## config.mk

```make
export PLATFORM = sky130hd
export DESIGN_NAME = occ_trig
export DESIGN_NICKNAME = d
export VERILOG_FILES = /design/src/rtl/occ_pkg.sv /design/src/rtl/occ_bin_cmp.sv /design/src/rtl/occ_tap_line.sv /design/src/rtl/occ_window_count.sv /design/src/rtl/occ_trig.sv
export SDC_FILE = /design/constraint.sdc
export NUM_CORES = 1
export LEC_CHECK = 0
export ABC_AREA = 1
export BUFFER_PORTS_ARGS = -buffer_cell sky130_fd_sc_hd__buf_2
export CORE_MARGIN = 4
export CORE_UTILIZATION = 45
export DETAILED_ROUTE_END_ITERATION = 6
export PLACE_DENSITY = 0.74
export SYNTH_ARGS = -nofsm -noshare
export SYNTH_HDL_FRONTEND = slang
export SYNTH_SLANG_ARGS = --single-unit
```

## constraint.sdc

```tcl
create_clock -name clk -period 3.6 [get_ports clk]
set_input_delay 0.36 -clock clk [delete_from_list [all_inputs] [get_ports clk]]
set_output_delay 0.36 -clock clk [all_outputs]
set_load 0.02 [all_outputs]
```

## src/rtl/occ_pkg.sv

```systemverilog
package occ_pkg;

  // Per-clock control word shared by the counting stages.
  typedef struct packed {
    logic step;   // a sample is accepted this clock
    logic flush;  // history is dropped this clock
    logic enter;  // fired bit entering the window
    logic leave;  // fired bit leaving at the selected tap
  } occ_ctl_t;

  function automatic int unsigned cnt_bits(input int unsigned depth);
    return $clog2(depth + 1);
  endfunction

endpackage

```

## src/rtl/occ_bin_cmp.sv

```systemverilog
module occ_bin_cmp #(
  parameter int unsigned SAMPLE_W = 10
) (
  input  logic [SAMPLE_W-1:0] sample,
  input  logic [SAMPLE_W-1:0] thr,
  output logic                fired
);
  always_comb fired = (sample > thr);
endmodule

```

## src/rtl/occ_tap_line.sv

```systemverilog
module occ_tap_line #(
  parameter int unsigned DEPTH = 256,
  localparam int unsigned SEL_W = $clog2(DEPTH)
) (
  input  logic             clk,
  input  logic             rst,
  input  logic             clear,
  input  logic             shift,
  input  logic             din,
  input  logic [SEL_W-1:0] sel,
  output logic             tap
);
  logic [DEPTH-1:0] line;

  for (genvar g = 0; g < DEPTH; g++) begin : g_stage
    logic d;
    if (g == 0) begin : g_head
      always_comb d = din;
    end else begin : g_body
      always_comb d = line[g-1];
    end
    always_ff @(posedge clk) begin
      if (rst || clear) line[g] <= 1'b0;
      else if (shift)   line[g] <= d;
    end
  end

  // Bit currently at the far end of the window: it leaves on the next shift.
  always_comb tap = line[sel];
endmodule

```

## src/rtl/occ_window_count.sv

```systemverilog
module occ_window_count
  import occ_pkg::*;
#(
  parameter int unsigned DEPTH = 256,
  localparam int unsigned CNT_W = cnt_bits(DEPTH)
) (
  input  logic             clk,
  input  logic             rst,
  input  occ_ctl_t         ctl,
  input  logic [CNT_W-1:0] win_len,
  output logic [CNT_W-1:0] cnt,
  output logic [CNT_W-1:0] fill,
  output logic [CNT_W-1:0] cnt_nxt,
  output logic             full_nxt
);
  localparam logic [CNT_W-1:0] FILL_MAX = CNT_W'(DEPTH);

  logic [CNT_W-1:0] fill_nxt;

  always_comb begin
    cnt_nxt  = cnt;
    fill_nxt = fill;
    if (ctl.flush) begin
      cnt_nxt  = '0;
      fill_nxt = '0;
    end else if (ctl.step) begin
      unique case ({ctl.enter, ctl.leave})
        2'b10:   cnt_nxt = cnt + CNT_W'(1);
        2'b01:   cnt_nxt = cnt - CNT_W'(1);
        default: cnt_nxt = cnt;
      endcase
      fill_nxt = (fill == FILL_MAX) ? fill : fill + CNT_W'(1);
    end
    full_nxt = ctl.step && !ctl.flush && (fill_nxt >= win_len);
  end

  always_ff @(posedge clk) begin
    if (rst) begin
      cnt  <= '0;
      fill <= '0;
    end else begin
      cnt  <= cnt_nxt;
      fill <= fill_nxt;
    end
  end
endmodule

```

## src/rtl/occ_trig.sv

```systemverilog
module occ_trig
  import occ_pkg::*;
#(
  parameter int unsigned SAMPLE_W = 10,
  parameter int unsigned DEPTH    = 256,
  localparam int unsigned SEL_W   = $clog2(DEPTH),
  localparam int unsigned CNT_W   = cnt_bits(DEPTH)
) (
  input  logic                clk,
  input  logic                rst,
  input  logic                s_valid,
  output logic                s_ready,
  input  logic [SAMPLE_W-1:0] s_sample,
  input  logic [SAMPLE_W-1:0] bin_thr,
  input  logic [CNT_W-1:0]    occ_thr,
  input  logic [SEL_W-1:0]    win_sel,
  output logic                trig
);
  logic             rdy_q;
  logic [SEL_W-1:0] sel_q;
  logic             fired;
  logic             tap_bit;
  occ_ctl_t         ctl;
  logic [CNT_W-1:0] win_len;
  logic [CNT_W-1:0] occ_cnt;
  logic [CNT_W-1:0] fill_cnt;
  logic [CNT_W-1:0] cnt_nxt;
  logic             full_nxt;
  logic             trig_q;

  // The selection register follows win_sel on every clock, reset included,
  // so leaving reset never looks like a window change.
  always_ff @(posedge clk) begin
    sel_q <= win_sel;
    rdy_q <= !rst;
  end

  occ_bin_cmp #(.SAMPLE_W(SAMPLE_W)) u_cmp (
    .sample (s_sample),
    .thr    (bin_thr),
    .fired  (fired)
  );

  always_comb begin
    ctl.flush = (win_sel != sel_q);
    ctl.step  = s_valid && rdy_q && !ctl.flush;
    ctl.enter = fired;
    ctl.leave = tap_bit;
    win_len   = CNT_W'(sel_q) + CNT_W'(1);
  end

  occ_tap_line #(.DEPTH(DEPTH)) u_line (
    .clk   (clk),
    .rst   (rst),
    .clear (ctl.flush),
    .shift (ctl.step),
    .din   (fired),
    .sel   (sel_q),
    .tap   (tap_bit)
  );

  occ_window_count #(.DEPTH(DEPTH)) u_cnt (
    .clk      (clk),
    .rst      (rst),
    .ctl      (ctl),
    .win_len  (win_len),
    .cnt      (occ_cnt),
    .fill     (fill_cnt),
    .cnt_nxt  (cnt_nxt),
    .full_nxt (full_nxt)
  );

  always_ff @(posedge clk) begin
    if (rst) trig_q <= 1'b0;
    else     trig_q <= full_nxt && (cnt_nxt > occ_thr);
  end

  assign trig    = trig_q;
  assign s_ready = rdy_q;
endmodule

```

==> results.json <==
{
  "cts_tree": "built",
  "numCtsBuffers": 30,
  "syn_to_final_growth_pct": 26.1,
  "min_to": "s_ready$_DFF_P_",
  "fin_crit_sh": 1.15,
  "num-nets-final": 2172,
  "hp-class": "input port to register",
  "final_area_um2": 17400,
  "num_rows": 63,
  "synth_nets": 2092,
  "max_freq_ghz": 0.242,
  "ys.flop_type": "dfxtp_1",
  "powerDensity_nw_per_um2": 400,
  "crit_type": "register to register",
  "leakage_nw": 7.92,
  "worst_pin_slew_ps": 1250,
  "crit-reg2reg-launch": "sel_q[0]$_DFF_P_",
  "antenna_cells": 0,
  "maxSlewViolCount": 0,
  "post-route-min-period_ps": 4130,
  "dr_total_vias": 13800,
  "fp.dieH_um": 183,
  "gp_congestion": 0.854,
  "clkTransAtPathRegs_ps": 60,
  "netlist_area_um2": 13800,
  "async_reset_ff_frac": 0,
  "drv_cap": 0,
  "required_ps": 4090,
  "crit_top_cell": "nand3_2",
  "timing.final.ws_setup_ps": -528,
  "holdPathStages": 2,
  "dp_slack_ps": -593,
  "hold_ws_ps": 182,
  "worstHoldStart": "rst",
  "io_pins": 42,
  "dp_hpwl_um": 21500,
  "syn_inst": 2018,
  "clk_latency_ps": 560,
  "syn_avg_cell_area_um2": 6.82,
  "routedWlPerCell_um": 15.8,
  "ir_drop_uv": 380,
  "initial_utilization": 0.461,
  "cts_buffer_depth": 3,
  "cp-start-kind": "register",
  "cts-root-buf": "clkbuf_16",
  "grt.total_usage": 0.222,
  "ant_nets": 0,
  "setup_viol": 2,
  "ys_seq_area_frac": 0.413,
  "drt_iter0_markers": 1555,
  "drtPass1Iterations": 7,
  "r2r_end": "trig$_SDFF_PP0_",
  "via_per_inst": 5.49,
  "grt_overflow_total": 0,
  "outcome": "finished with violations",
  "critical_path_cell_count": 32,
  "hold_viol_final": 0,
  "yosysWarnings": 0,
  "violations": "design-rule violations, negative setup slack",
  "reg2reg_depth": 32,
  "worstPathMaxFanout": 9,
  "cp_slowest_cell": "dfxtp_4",
  "grt_pass1_wl_um": 64100,
  "grt_max_degree": 264,
  "io_buffers": 41,
  "placed_area_um2": 14800,
  "remaining_drc_errors": 4,
  "cp_top_family": "simple AND/OR/NAND/NOR gates",
  "synth-edff-count": 0,
  "die_x_um": 183,
  "end_kind": "register",
  "grt_pass1_vias": 13300,
  "slowest_delay_ps": 380,
  "ys_ff_latch": 284,
  "clock_sinks": 284,
  "antenna_found_initial": 0,
  "cts_max_level": 1,
  "fp.coreArea_um2": 29900,
  "rsz0062_at_grt": "true",
  "crit_arrival_ps": 4610,
  "maxSlewHeadroom": 0.165,
  "wirelength_um": 39500,
  "layout-drive-gt1-share": 0.201,
  "crit_buf_inv": 6,
  "fin_setup_tns_ps": -1040,
  "yosysUniqueCellTypes": 32,
  "fin_worst_skew_ps": 20.9,
  "r2r_slack_ps": -530,
  "dieArea_um2": 33500
}
-- cells by family (layout without fill, tap and decap cells) --
group,count (synthesis),in the layout,synth area share
XOR/XNOR,25,25,0.0159
flip-flops,284,284,0.413
AO/OA/AOI/OAI,378,378,0.146
AND/OR/NAND/NOR,1054,1054,0.317
buffers and inverters,243,341,0.0771
adder cells (fa/ha/maj),34,34,0.0309
-- through the flow --
stage                     instances  power [mW]  utilization
after floorplan                2018        3.52            -
after global placement         2415        3.71        0.496
after detailed placement       2415        3.72        0.496
after CTS                      2504        6.89        0.564
after global routing           2506        7.16        0.581
final                          2506        6.94        0.581
-- layer usage --
metal / vias to the layer above / part of all wire / track usage
met3: 101 / 0.060 / 0.0331
li1: 6775 / - / -
met1: 6382 / 0.43 / 0.294
met5: - / 0 / 0
met2: 504 / 0.47 / 0.371
met4: 0 / 0.034 / 0.0819
-- flip-flops by register name, summed over array words and instances, names as in the netlist --
signal / flops
u_line.g_stage.d: 255
u_cnt.cnt: 9
u_cnt.fill: 9
sel_q: 8
s_ready: 1
trig: 1
u_line.line: 1
-- cell usage in the layout (no fill, tap or decap), types with 3 or more instances in the layout --
cell           Yosys  final
ha_4               0      5
nand3_4            1      3
nand3_1          231    153
nand2_1          310    264
nand4_1           13     13
nand2_4            1     10
dfxtp_1          284    282
xnor2_1            9      8
xor2_1            16     11
o21ai_1          165    180
nor2_4             3      7
ha_1              34     28
a211oi_2           6      6
o211ai_1           5      5
inv_1             93     86
clkbuf_1          55      7
dlygate4sd3_1      0      8
a21oi_2            0     17
xor2_2             0      4
clkinv_2           1      4
buf_4             18     95
clkbuf_16          0     33
buf_16             0      9
a21oi_1           73     54
o21ai_0          105     89
nor2_2             0      6
nor3_1            11      9
clkbuf_8           0      5
buf_6              1      6
buf_2             58     41
a211oi_1          20     20
nand3_2            0     76
buf_12             0     24
inv_2              7     12
nor2_1           480    470
nand2_2            0     37
-- worst max path at each step --
stage          slack (ps)              from         endpoint
3_5_place_dp         -590  sel_q[0]$_DFF_P_  trig$_SDFF_PP0_
6_report             -530  sel_q[0]$_DFF_P_  trig$_SDFF_PP0_
5_1_grt              -750  sel_q[0]$_DFF_P_  trig$_SDFF_PP0_
4_1_cts              -330  sel_q[0]$_DFF_P_  trig$_SDFF_PP0_
3_3_place_gp         -410  sel_q[0]$_DFF_P_  trig$_SDFF_PP0_
2_1_floorplan           2  sel_q[0]$_DFF_P_  trig$_SDFF_PP0_
-- Yosys cell counts, drive strengths merged (2+ instances only) --
cell	number	area share
nor2	484	0.13
nand2	311	0.085
dfxtp	284	0.41
o21ai	270	0.098
nand3	232	0.085
inv	100	0.027
buf	87	0.034
a21oi	73	0.027
clkbuf	55	0.015
ha	34	0.031
a211oi	26	0.016
xor2	16	0.010
nand4	14	0.0068
nor3	11	0.0040
xnor2	9	0.0057
o211ai	5	0.0027
nand3b	2	0.0011
o2111ai	2	0.0013
-- worst reg2reg max path, delay by kind of cell (launching register included) --
family | cells | cell delay, ps
compound gates | 4 | 430
buf+inv | 6 | 650
flops | 1 | 380
fa+ha+maj | 2 | 470
xor+xnor | 1 | 220
simple gates | 19 | 1870
-- repair_timing --
action                                 4_1_cts  5_1_grt
buffers inserted                            19        4
pin swaps                                   66       78
hold buffers                                 8        0
gates cloned                                13        3
endpoints found under the hold margin        8        0
resized for setup                          126      123
setup endpoints to repair                    1        5
-- final cells by class --
type                       count  area [µm²]
fill                        2584       12500
multi-input combinational   1491        7880
sequential                   284        5690
timing repair buffer         188        1910
clock buffer                  43         871
tap                          390         488
inverter                     101         415
clock inverter                 7        87.6
timing repair inverter         2        20.0
-- where the power goes --
group	internal (mW)	leakage, nW	switching [mW]	total, mW
registers	3.15	2.29	0.00793	3.16
clock network	1.80	0.470	1.27	3.07
logic	0.319	5.15	0.395	0.714
total	5.27	7.92	1.67	6.94
No activity file was read; power rests on OpenSTA's default activity.
